`config.mk`:
```
export PLATFORM = sky130hd
export DESIGN_NAME = lpm_seq
export DESIGN_NICKNAME = d
export VERILOG_FILES = /design/src/rtl/lpm_pkg.sv /design/src/rtl/lpm_wake_sel.sv /design/src/rtl/lpm_settle_cnt.sv /design/src/rtl/lpm_out_dec.sv /design/src/rtl/lpm_seq.sv
export SDC_FILE = /design/constraint.sdc
export NUM_CORES = 1
export LEC_CHECK = 0
export CORE_UTILIZATION = 35
export CTS_CLUSTER_SIZE = 16
export DETAILED_ROUTE_END_ITERATION = 6
export PLACE_DENSITY = 0.69
export REMOVE_ABC_BUFFERS = 1
export SKIP_CTS_REPAIR_TIMING = 1
export SLEW_MARGIN = 20
export SYNTH_ARGS = -nofsm -noshare
export SYNTH_HDL_FRONTEND = slang
export SYNTH_SLANG_ARGS = --single-unit
```
`constraint.sdc`:
```
create_clock -name clk_i -period 2.7 [get_ports clk_i]
set_input_delay 0.27 -clock clk_i [delete_from_list [all_inputs] [get_ports clk_i]]
set_output_delay 0.27 -clock clk_i [all_outputs]
set_load 0.02 [all_outputs]
```
`src/rtl/lpm_pkg.sv`:
```
package lpm_pkg;
  timeunit 1ns;
  timeprecision 1ps;

  typedef enum logic [3:0] {
    ST_RUN      = 4'd0,
    ST_LPR_ENT  = 4'd1,
    ST_LPR      = 4'd2,
    ST_LPR_EXIT = 4'd3,
    ST_SLEEP    = 4'd4,
    ST_LPSLEEP  = 4'd5,
    ST_STOP0    = 4'd6,
    ST_STOP1    = 4'd7,
    ST_STOP2    = 4'd8,
    ST_STBY_RET = 4'd9,
    ST_STBY     = 4'd10,
    ST_SHDN     = 4'd11,
    ST_WAKE     = 4'd12,
    ST_RSTREQ   = 4'd13
  } lpm_state_e;

  localparam logic [2:0] MODE_STOP0 = 3'd0;
  localparam logic [2:0] MODE_STOP1 = 3'd1;
  localparam logic [2:0] MODE_STOP2 = 3'd2;
  localparam logic [2:0] MODE_STBY  = 3'd3;

  typedef struct packed {
    logic main_reg;
    logic lp_reg;
    logic core_clk;
    logic periph_clk;
    logic fast_ok;
    logic flag;
    logic retain;
    logic slow_int;
    logic slow_ext;
    logic rst_req;
  } lpm_out_t;
endpackage

```
`src/rtl/lpm_wake_sel.sv`:
```
module lpm_wake_sel
  import lpm_pkg::*;
(
  input  lpm_state_e state_i,
  input  logic       wfe_mode_i,
  input  logic       irq_i,
  input  logic       evt_i,
  input  logic       lp_wake_i,
  output logic       wake_o
);
  timeunit 1ns;
  timeprecision 1ps;

  logic core_wake;
  assign core_wake = wfe_mode_i ? evt_i : (irq_i | evt_i);

  always_comb begin
    unique case (state_i)
      ST_SLEEP, ST_LPSLEEP, ST_STOP0, ST_STOP1:   wake_o = core_wake;
      ST_STOP2, ST_STBY_RET, ST_STBY, ST_SHDN:   wake_o = lp_wake_i;
      default:                                   wake_o = 1'b0;
    endcase
  end
endmodule

```
`src/rtl/lpm_settle_cnt.sv`:
```
module lpm_settle_cnt #(
  parameter int unsigned CW = 3
) (
  input  logic          clk_i,
  input  logic          rst_ni,
  input  logic          load_i,
  input  logic [CW-1:0] load_val_i,
  input  logic          tick_i,
  output logic          done_o
);
  timeunit 1ns;
  timeprecision 1ps;

  logic [CW-1:0] cnt_q;

  always_ff @(posedge clk_i or negedge rst_ni) begin
    if (!rst_ni)                   cnt_q <= '0;
    else if (load_i)               cnt_q <= load_val_i;
    else if (tick_i && cnt_q != 0) cnt_q <= cnt_q - 1'b1;
  end

  assign done_o = (cnt_q == '0);
endmodule

```
`src/rtl/lpm_out_dec.sv`:
```
module lpm_out_dec
  import lpm_pkg::*;
(
  input  lpm_state_e state_i,
  input  logic       tgt_lp_i,
  output lpm_out_t   out_o
);
  timeunit 1ns;
  timeprecision 1ps;

  always_comb begin
    out_o          = '0;
    out_o.slow_int = 1'b1;
    out_o.slow_ext = 1'b1;
    unique case (state_i)
      ST_RUN: begin
        out_o.main_reg = 1'b1; out_o.core_clk = 1'b1;
        out_o.periph_clk = 1'b1; out_o.fast_ok = 1'b1;
      end
      ST_LPR_ENT: begin
        out_o.main_reg = 1'b1; out_o.lp_reg = 1'b1;
        out_o.core_clk = 1'b1; out_o.periph_clk = 1'b1;
      end
      ST_LPR: begin
        out_o.lp_reg = 1'b1; out_o.core_clk = 1'b1;
        out_o.periph_clk = 1'b1; out_o.flag = 1'b1;
      end
      ST_LPR_EXIT: begin
        out_o.main_reg = 1'b1; out_o.lp_reg = 1'b1; out_o.core_clk = 1'b1;
        out_o.periph_clk = 1'b1; out_o.flag = 1'b1;
      end
      ST_SLEEP: begin
        out_o.main_reg = 1'b1; out_o.periph_clk = 1'b1; out_o.fast_ok = 1'b1;
      end
      ST_LPSLEEP: begin
        out_o.lp_reg = 1'b1; out_o.periph_clk = 1'b1; out_o.flag = 1'b1;
      end
      ST_STOP0:            out_o.main_reg = 1'b1;
      ST_STOP1, ST_STOP2:  out_o.lp_reg = 1'b1;
      ST_STBY_RET: begin
        out_o.lp_reg = 1'b1; out_o.retain = 1'b1;
      end
      ST_STBY: ;
      ST_SHDN:             out_o.slow_int = 1'b0;
      ST_WAKE: begin
        out_o.main_reg = ~tgt_lp_i; out_o.lp_reg = 1'b1;
      end
      ST_RSTREQ: begin
        out_o.main_reg = 1'b1; out_o.rst_req = 1'b1;
      end
      default: ;
    endcase
  end
endmodule

```
`src/rtl/lpm_seq.sv`:
```
module lpm_seq
  import lpm_pkg::*;
#(
  parameter int unsigned LPR_SETTLE   = 3,
  parameter int unsigned STOP0_SETTLE = 2,
  parameter int unsigned STOP1_SETTLE = 6
) (
  input  logic       clk_i,
  input  logic       rst_ni,
  input  logic       lpr_i,
  input  logic       deep_sleep_i,
  input  logic [2:0] mode_sel_i,
  input  logic       lp_reg_sel_i,
  input  logic       retain_i,
  input  logic       sleep_on_exit_i,
  input  logic       wfi_i,
  input  logic       wfe_i,
  input  logic       handler_ret_i,
  input  logic       irq_i,
  input  logic       evt_i,
  input  logic       lp_wake_i,
  input  logic       reg_rdy_i,
  output logic       main_reg_on_o,
  output logic       lp_reg_on_o,
  output logic       core_clk_en_o,
  output logic       periph_clk_en_o,
  output logic       fast_clk_ok_o,
  output logic       retain_en_o,
  output logic       slow_int_clk_en_o,
  output logic       slow_ext_clk_en_o,
  output logic       reglp_flag_o,
  output logic       sys_rst_req_o,
  output logic [3:0] state_o
);
  timeunit 1ns;
  timeprecision 1ps;

  localparam int unsigned MAX_A  = (LPR_SETTLE > STOP0_SETTLE) ? LPR_SETTLE : STOP0_SETTLE;
  localparam int unsigned MAX_S  = (MAX_A > STOP1_SETTLE) ? MAX_A : STOP1_SETTLE;
  localparam int unsigned CW     = (MAX_S < 1) ? 1 : $clog2(MAX_S + 1);
  localparam logic [CW-1:0] LPR_N   = CW'(LPR_SETTLE);
  localparam logic [CW-1:0] STOP0_N = CW'(STOP0_SETTLE);
  localparam logic [CW-1:0] STOP1_N = CW'(STOP1_SETTLE);

  lpm_state_e    state_q, state_d, deep_tgt;
  logic          pend_q, pend_d;     // light sleep queued behind a settle
  logic          wfe_q, wfe_d;
  logic          tgt_lp_q, tgt_lp_d;
  logic          load;
  logic [CW-1:0] load_val;
  logic          settling, tick, done, leave, wake_hit;
  logic          strobe, strobe_wfe, run_wake, hret;
  lpm_out_t      outs;

  assign strobe     = wfi_i | wfe_i;
  assign strobe_wfe = wfe_i & ~wfi_i;
  assign run_wake   = irq_i | evt_i | lp_wake_i;
  assign hret       = sleep_on_exit_i & handler_ret_i;
  assign settling   = (state_q == ST_LPR_ENT) || (state_q == ST_LPR_EXIT) || (state_q == ST_WAKE);
  assign tick       = settling & reg_rdy_i;
  assign leave      = tick & done;

  always_comb begin
    unique case (mode_sel_i)
      MODE_STOP0: deep_tgt = ST_STOP0;
      MODE_STOP1: deep_tgt = ST_STOP1;
      MODE_STOP2: deep_tgt = ST_STOP2;
      MODE_STBY:  deep_tgt = retain_i ? ST_STBY_RET : ST_STBY;
      default:    deep_tgt = ST_SHDN;
    endcase
  end

  lpm_wake_sel i_wake_sel (
    .state_i    (state_q),
    .wfe_mode_i (wfe_q),
    .irq_i      (irq_i),
    .evt_i      (evt_i),
    .lp_wake_i  (lp_wake_i),
    .wake_o     (wake_hit)
  );

  lpm_settle_cnt #(.CW(CW)) i_settle (
    .clk_i      (clk_i),
    .rst_ni     (rst_ni),
    .load_i     (load),
    .load_val_i (load_val),
    .tick_i     (tick),
    .done_o     (done)
  );

  always_comb begin
    state_d  = state_q;
    pend_d   = pend_q;
    wfe_d    = wfe_q;
    tgt_lp_d = tgt_lp_q;
    load     = 1'b0;
    load_val = LPR_N;
    unique case (state_q)
      ST_RUN: begin
        if (lpr_i) begin
          state_d = ST_LPR_ENT; load = 1'b1; pend_d = 1'b0;
        end else if (run_wake) begin
          state_d = ST_RUN;
        end else if (strobe) begin
          wfe_d = strobe_wfe;
          if (deep_sleep_i) state_d = deep_tgt;
          else if (lp_reg_sel_i) begin
            state_d = ST_LPR_ENT; load = 1'b1; pend_d = 1'b1;
          end else state_d = ST_SLEEP;
        end else if (hret) begin
          state_d = ST_SLEEP; wfe_d = 1'b0;
        end
      end
      ST_LPR_ENT:  if (leave) begin
        state_d = pend_q ? ST_LPSLEEP : ST_LPR; pend_d = 1'b0;
      end
      ST_LPR: begin
        if (!lpr_i) begin
          state_d = ST_LPR_EXIT; load = 1'b1; pend_d = 1'b0;
        end else if (run_wake) begin
          state_d = ST_LPR;
        end else if (strobe) begin
          wfe_d = strobe_wfe;
          if (deep_sleep_i) state_d = deep_tgt;
          else if (lp_reg_sel_i) state_d = ST_LPSLEEP;
          else begin
            state_d = ST_LPR_EXIT; load = 1'b1; pend_d = 1'b1;
          end
        end else if (hret) begin
          state_d = ST_LPSLEEP; wfe_d = 1'b0;
        end
      end
      ST_LPR_EXIT: if (leave) begin
        state_d = pend_q ? ST_SLEEP : ST_RUN; pend_d = 1'b0;
      end
      ST_SLEEP:    if (wake_hit) state_d = ST_RUN;
      ST_LPSLEEP:  if (wake_hit) state_d = ST_LPR;
      ST_STOP0: if (wake_hit) begin
        state_d = ST_WAKE; load = 1'b1; load_val = STOP0_N; tgt_lp_d = lpr_i;
      end
      ST_STOP1: if (wake_hit) begin
        state_d = ST_WAKE; load = 1'b1; load_val = STOP1_N; tgt_lp_d = lpr_i;
      end
      ST_STOP2: if (wake_hit) begin
        state_d = ST_WAKE; load = 1'b1; load_val = STOP1_N; tgt_lp_d = 1'b0;
      end
      ST_STBY_RET, ST_STBY, ST_SHDN: if (wake_hit) state_d = ST_RSTREQ;
      ST_WAKE:   if (leave) state_d = tgt_lp_q ? ST_LPR : ST_RUN;
      ST_RSTREQ: state_d = ST_RUN;
      default:   state_d = ST_RUN;
    endcase
  end

  always_ff @(posedge clk_i or negedge rst_ni) begin
    if (!rst_ni) begin
      state_q  <= ST_RUN;
      pend_q   <= 1'b0;
      wfe_q    <= 1'b0;
      tgt_lp_q <= 1'b0;
    end else begin
      state_q  <= state_d;
      pend_q   <= pend_d;
      wfe_q    <= wfe_d;
      tgt_lp_q <= tgt_lp_d;
    end
  end

  lpm_out_dec i_out_dec (
    .state_i  (state_q),
    .tgt_lp_i (tgt_lp_q),
    .out_o    (outs)
  );

  assign main_reg_on_o     = outs.main_reg;
  assign lp_reg_on_o       = outs.lp_reg;
  assign core_clk_en_o     = outs.core_clk;
  assign periph_clk_en_o   = outs.periph_clk;
  assign fast_clk_ok_o     = outs.fast_ok;
  assign retain_en_o       = outs.retain;
  assign slow_int_clk_en_o = outs.slow_int;
  assign slow_ext_clk_en_o = outs.slow_ext;
  assign reglp_flag_o      = outs.flag;
  assign sys_rst_req_o     = outs.rst_req;
  assign state_o           = state_q;
endmodule

```
# == After elaboration in Yosys (flattened, before gate mapping) ==
# Cells that the tools add are included.
# classes
add_sub_neg,1
muxes,74
eq_ne,38
n_bitwise,9
reduce_logical,28
# ops
op,n
two-way mux 4 bit,17
two-way mux 1 bit,39
case mux 4 bit (9 select lines),1
"equality test 4 bit, second input constant",6
"!= test 3 bit, second input constant",8
two-way mux 3 bit,7
"equality test 4 x 3 -> 1 bit, second input constant",4
"!= test 2 bit, second input constant",8
case mux 4 bit (4 select lines),1
OR reduction 4 bit,3
OR reduction 6 bit,2
"!= test 5 bit, second input constant",2
AND reduction 10 bit,1
AND reduction 9 bit,1
OR reduction 3 bit,3
"equality test 4 x 2 -> 1 bit, second input constant",2
"!= test 2 x 1 -> 1 bit, second input constant",4
case mux 1 bit (2 select lines),4
OR reduction 2 bit,4
OR reduction 8 bit,1
"equality test 3 x 2 -> 1 bit, second input constant",2
logical NOT 3 bit,2
case mux 1 bit (3 select lines),2
case mux 3 bit (2 select lines),1
other kinds (13),25
# word_totals
reg_bits,10

# == Longest topological paths before layout ==
# depth
ltp_word,7
ltp_mapped,8
mapped_depth_nobuf,7

# == Modules after synthesis ==
# From an unflattened synthesis, not the netlist that was laid out.
# unflattened
cells_unflattened,146
hier_area_um2,1148.6
# modules_own_cells
mod,seq_area_each_um2,cells_each,n_inst,area_each_um2
lpm_seq,175.2,97,1,775.7
lpm_settle_cnt,75.1,19,1,190.2
lpm_out_dec,0.0,23,1,130.1
lpm_wake_sel,0.0,7,1,52.6

# == Least setup slack after synthesis ==
# Ideal clock, no wire load.
# synth_path
path_type,flip-flop to flip-flop
start,"register state_q[2], in the netlist state_o[2]"
end,register i_settle.cnt_q[2]
arrival_time_ns,2.024
setup_time_ns,0.077
period_less_slack_ns,2.102
path_stages_with_launch,8
required_time_ns,2.623
setup_slack_ns,0.598
cell_sequence,dfrtp_1 inv_1 ha_1 or3b_1 a221oi_2 a41oi_1 o2bb2ai_1 a21oi_1
# synth_via
elab_chain_len,6
word_cells_on_any_way,28
cone_classes,eq/ne: 12; mux: 6; bitwise: 1; reduce/logical: 9
# synth_lines
element,line_no,source
start: declaration,lpm_seq.sv:45,"lpm_state_e state_q, state_d, deep_tgt;"
start signal: assignment,lpm_seq.sv:161,state_q <= state_d;
"equality test 4 bit, or another cell as far along",lpm_wake_sel.sv:18,unique case (state_i)
OR reduction 4 bit / logical OR 1 bit (equally long branches),"lpm_wake_sel.sv:18, lpm_seq.sv:59",
case mux 1 bit (2 select lines) / logical OR 1 bit (equally long branches),"lpm_wake_sel.sv:18, lpm_seq.sv:59",
"two-way mux 1 bit, or another cell as far along","lpm_seq.sv:138, lpm_seq.sv:141, lpm_seq.sv:144",
"case mux 1 bit (3 select lines), or another cell as far along",lpm_seq.sv:98,unique case (state_q)
two-way mux 3 bit / nonzero test 2 bit (equally long branches),--,
end signal: assignment,lpm_settle_cnt.sv:18,else if (load_i) cnt_q <= load_val_i;
end signal: assignment,lpm_settle_cnt.sv:19,else if (tick_i && cnt_q != 0) cnt_q <= cnt_q - 1'b1;
end: declaration,lpm_settle_cnt.sv:14,logic [CW-1:0] cnt_q;
# Several ways; a longest one is shown, not always the timed one.
# A chain may end at the register's enable or synchronous reset.

# == Worst setup path after layout ==
# layout_path
start,"register state_q[3], in the netlist state_o[3]"
end,output port main_reg_on_o
# layout_via
elab_chain_len,3
word_cells_on_any_way,9
cone_classes,eq/ne: 6; mux: 1; reduce/logical: 2
# layout_lines
element,line_no,source
"equality test 4 x 1 -> 1 bit, or another cell as far along",lpm_out_dec.sv:15,unique case (state_i)
OR reduction 6 bit (no source line),--,
case mux 1 bit (2 select lines) (*),lpm_out_dec.sv:15,
end: declaration,lpm_seq.sv:23,"output logic main_reg_on_o,"
# Mark *: on every way between the ends. The rest lies on a longest branch, timed or not.

==> metrics.md <==
| Metric | Value |
|---|---|
| Power Density | 1039 nW/um^2 |
| Number of top-level pins | 31 |
| Chip Width | 59.63 um |
| CP top delay family | buffers and inverters |
| Drt pass-1 iters | 4 |
| Worst slew pin tran | 515.9 ps |
| Main synth FF type | dfrtp_1 |
| Setup Viol. Count Final | 0 |
| Register Area | 250.2 um^2 |
| Initial DRC Count | 72 |
| F_max | 411.9 MHz |
| Avg Cell Area, Syn | 7.647 um^2 |
| R2R setup slack | 440 ps |
| Largest net degree at the start of global routing | 20 |
| Worst Clk Skew | 5.198 ps |
| DR WL/cell | 14.78 um |
| Final #Nets | 205 |
| Max incr delay on CP | 640 ps |
| Root Buffer | clkbuf_4 |
| CTS max path bufs | 2 |
| Max-cap violations | 0 |
| Fin util | 0.4927 |
| Remaining Overflow, GRT | 0 |
| Clk slew on worst S/H paths | 70 ps |
| Syn Inst Count | 152 |
| Total power | 1.588 mW |
| Crit-path max FO | 12 |
| H-tree depth | 1 |
| Overall Global Routing Usage | 0.2041 |
| Number of global-route vias before repair | 1187 |
| Global-route wire length before repair | 5.485 mm |
| RSZ-0062 raised after global routing | false |
| Setup tns final | 0 ps |
| Clock sinks | 10 |
| Ys async rst share | 1.000 |
| GP Congestion | 0.9092 |
| Core area | 3103 um^2 |
| Initial Util | 0.3746 |
| Final instance area | 1529 um^2 |
| Placed inst area | 1493 um^2 |
| Vias per cell | 5.619 |
| Final antenna-violating net count | 0 |
| Sequential share of the synthesized area | 0.2153 |
| Slew Limit Fails | 0 |
| Leak Pwr | 0.6086 nW |
| Final Critical Period | 2428 ps |
| Relative slew slack | 0.6548 |
| Total Wirelength | 3.297 mm |
| Residual DRC | 0 |
| Status | complete, no violations |
| CP endpoint kind | output port |
| Share of layout cells above drive strength 1 | 0.08380 |
| Yosys cell types | 49 |
| Area occupied by multi-input gates | 799.5 um^2 |
| # diodes | 0 |
| Standard-cell row count | 20 |
| Clock network latency to the later pin of the worst-skew pair | 270 ps |
| Number of synthesized flops with an enable pin | 0 |
| Reg2reg start | state_o[2]$_DFFE_PN0P_ |
| Crit path DAT | 2160 ps |
| Area growth, synth to finish | 31.54% |
| Required time of the worst setup path | 2430 ps |
| Crit path launch | state_o[3]$_DFFE_PN0P_ |
| CTS tree | yes |
| PortBufs | 29 |
| Seq cells post-synth | 10 |
| Startpoint types | flip-flop |
| Initial antenna violation count | 0 |
| Fill cells | 334 |
| VDD IR max | 623.8 uV |
| Hpwl dp | 2.605 mm |
| Hold Path Class | in2async |
| CP max stage cell | clkdlybuf4s50_1 |
| WP buf/inv | 4 |
| Mapped Area | 1162 um^2 |
| Syn. warnings | 0 |
| Most used cell, CP | inv_1 |
| Die ar. | 3556 um^2 |
| Final period utilization | 0.8993 |
| CP Class | reg2out |
| Final Hold Viols | 0 |
| Via Count | 1253 |
| CTS Buf Count | 3 |
| CP cell instances | inv_1 -> ha_1 -> buf_4 -> inv_1 -> o221ai_1 -> clkdlybuf4s50_1 |
| Die Y-Extent | 59.63 um |
==> layout make-up <==
cell class | instances | share of cell area
tap | 44 | 0.03601
multi-input combinational | 116 | 0.5229
clock buffer | 4 | 0.02373
inverter | 14 | 0.03437
timing repair buffer | 35 | 0.2193
sequential | 10 | 0.1637
==> through the flow <==
step | cells | setup slack, ps | hold slack, ps
after CTS | 223 | 264.6 | 322.7
final | 223 | 272.0 | 317.6
after global routing | 223 | 157.4 | 357.1
after global placement | 219 | 392.8 | 509.2
after floorplan | 140 | 586.4 | -25.59
after detailed placement | 219 | 322.6 | 510.8
==> cell families after synthesis <==
group	synth area share
XOR/XNOR	0.02261
other	0.003226
buffers and inverters	0.09687
AO/OA/AOI/OAI	0.3434
adder cells (fa/ha/maj)	0.08612
AND/OR/NAND/NOR	0.2325
flip-flops	0.2153
==> final timing paths <==
path / end / cells past startpoint
setup / recovery: main_reg_on_o / 6
hold / removal: tgt_lp_q$_DFFE_PN0P_ / 1
setup reg to reg: i_settle.cnt_q[2]$_DFFE_PN0P_ / 7
hold reg to reg: i_settle.cnt_q[1]$_DFFE_PN0P_ / 2
max in group asynchronous: state_o[3]$_DFFE_PN0P_ / 1
min in group clk_i: i_settle.cnt_q[1]$_DFFE_PN0P_ / 2
==> registers in the layout (all words and copies together) (netlist names) <==
name	flops
tgt_lp_q	1
pend_q	1
state_o	4
i_settle.cnt_q	3
wfe_q	1
==> routing by layer <==
| layer | routed length [um] | vias up | global-route usage |
|---|---|---|---|
| met5 | 0 | - | 0 |
| met4 | 0 | 0 | 0.02326 |
| met3 | 256 | 0 | 0.03493 |
| met2 | 1482 | 49 | 0.3194 |
| met1 | 1559 | 600 | 0.3020 |
| li1 | - | 604 | - |
==> report_power, final <==
part	leakage, nW	internal (mW)	switching, mW
combinational	0.469	0.518	0.684
sequential	0.118	0.204	0.0476
clock	0.0210	0.0819	0.0528
total	0.609	0.804	0.784
==> cells in the mapped netlist, types with 2 or more instances <==
master / n / area [um^2]
ha_1: 8 / 100.1
o21ai_0: 9 / 45.04
a31oi_1: 3 / 18.77
and3_1: 2 / 12.51
o41ai_1: 3 / 26.28
o211ai_1: 2 / 15.01
nor2b_1: 2 / 12.51
nand3b_1: 2 / 15.01
inv_1: 14 / 52.55
and2_1: 2 / 12.51
a41oi_1: 2 / 17.52
nand3_1: 4 / 20.02
o311ai_0: 2 / 17.52
clkbuf_1: 6 / 22.52
nand2b_1: 4 / 25.02
a22oi_1: 2 / 15.01
nor3_1: 3 / 15.01
a22o_1: 3 / 26.28
nor3b_1: 2 / 15.01
xor2_1: 2 / 17.52
o221ai_1: 2 / 17.52
buf_2: 3 / 15.01
a21oi_1: 11 / 55.05
nand2_1: 11 / 41.29
nor2_1: 15 / 56.30
dfrtp_1: 10 / 250.2
==> cell usage in the layout, fill, tap and decap left out, types with 4 or more instances in the layout <==
cell type	instances
clkdlybuf4s50_1	29
nor2_1	15
inv_1	14
nand2_1	11
a21oi_1	11
dfrtp_1	10
o21ai_0	9
ha_1	8
buf_4	6
nand3_1	4
nand2b_1	4
Note: power is estimated with default switching activity, not from simulation.
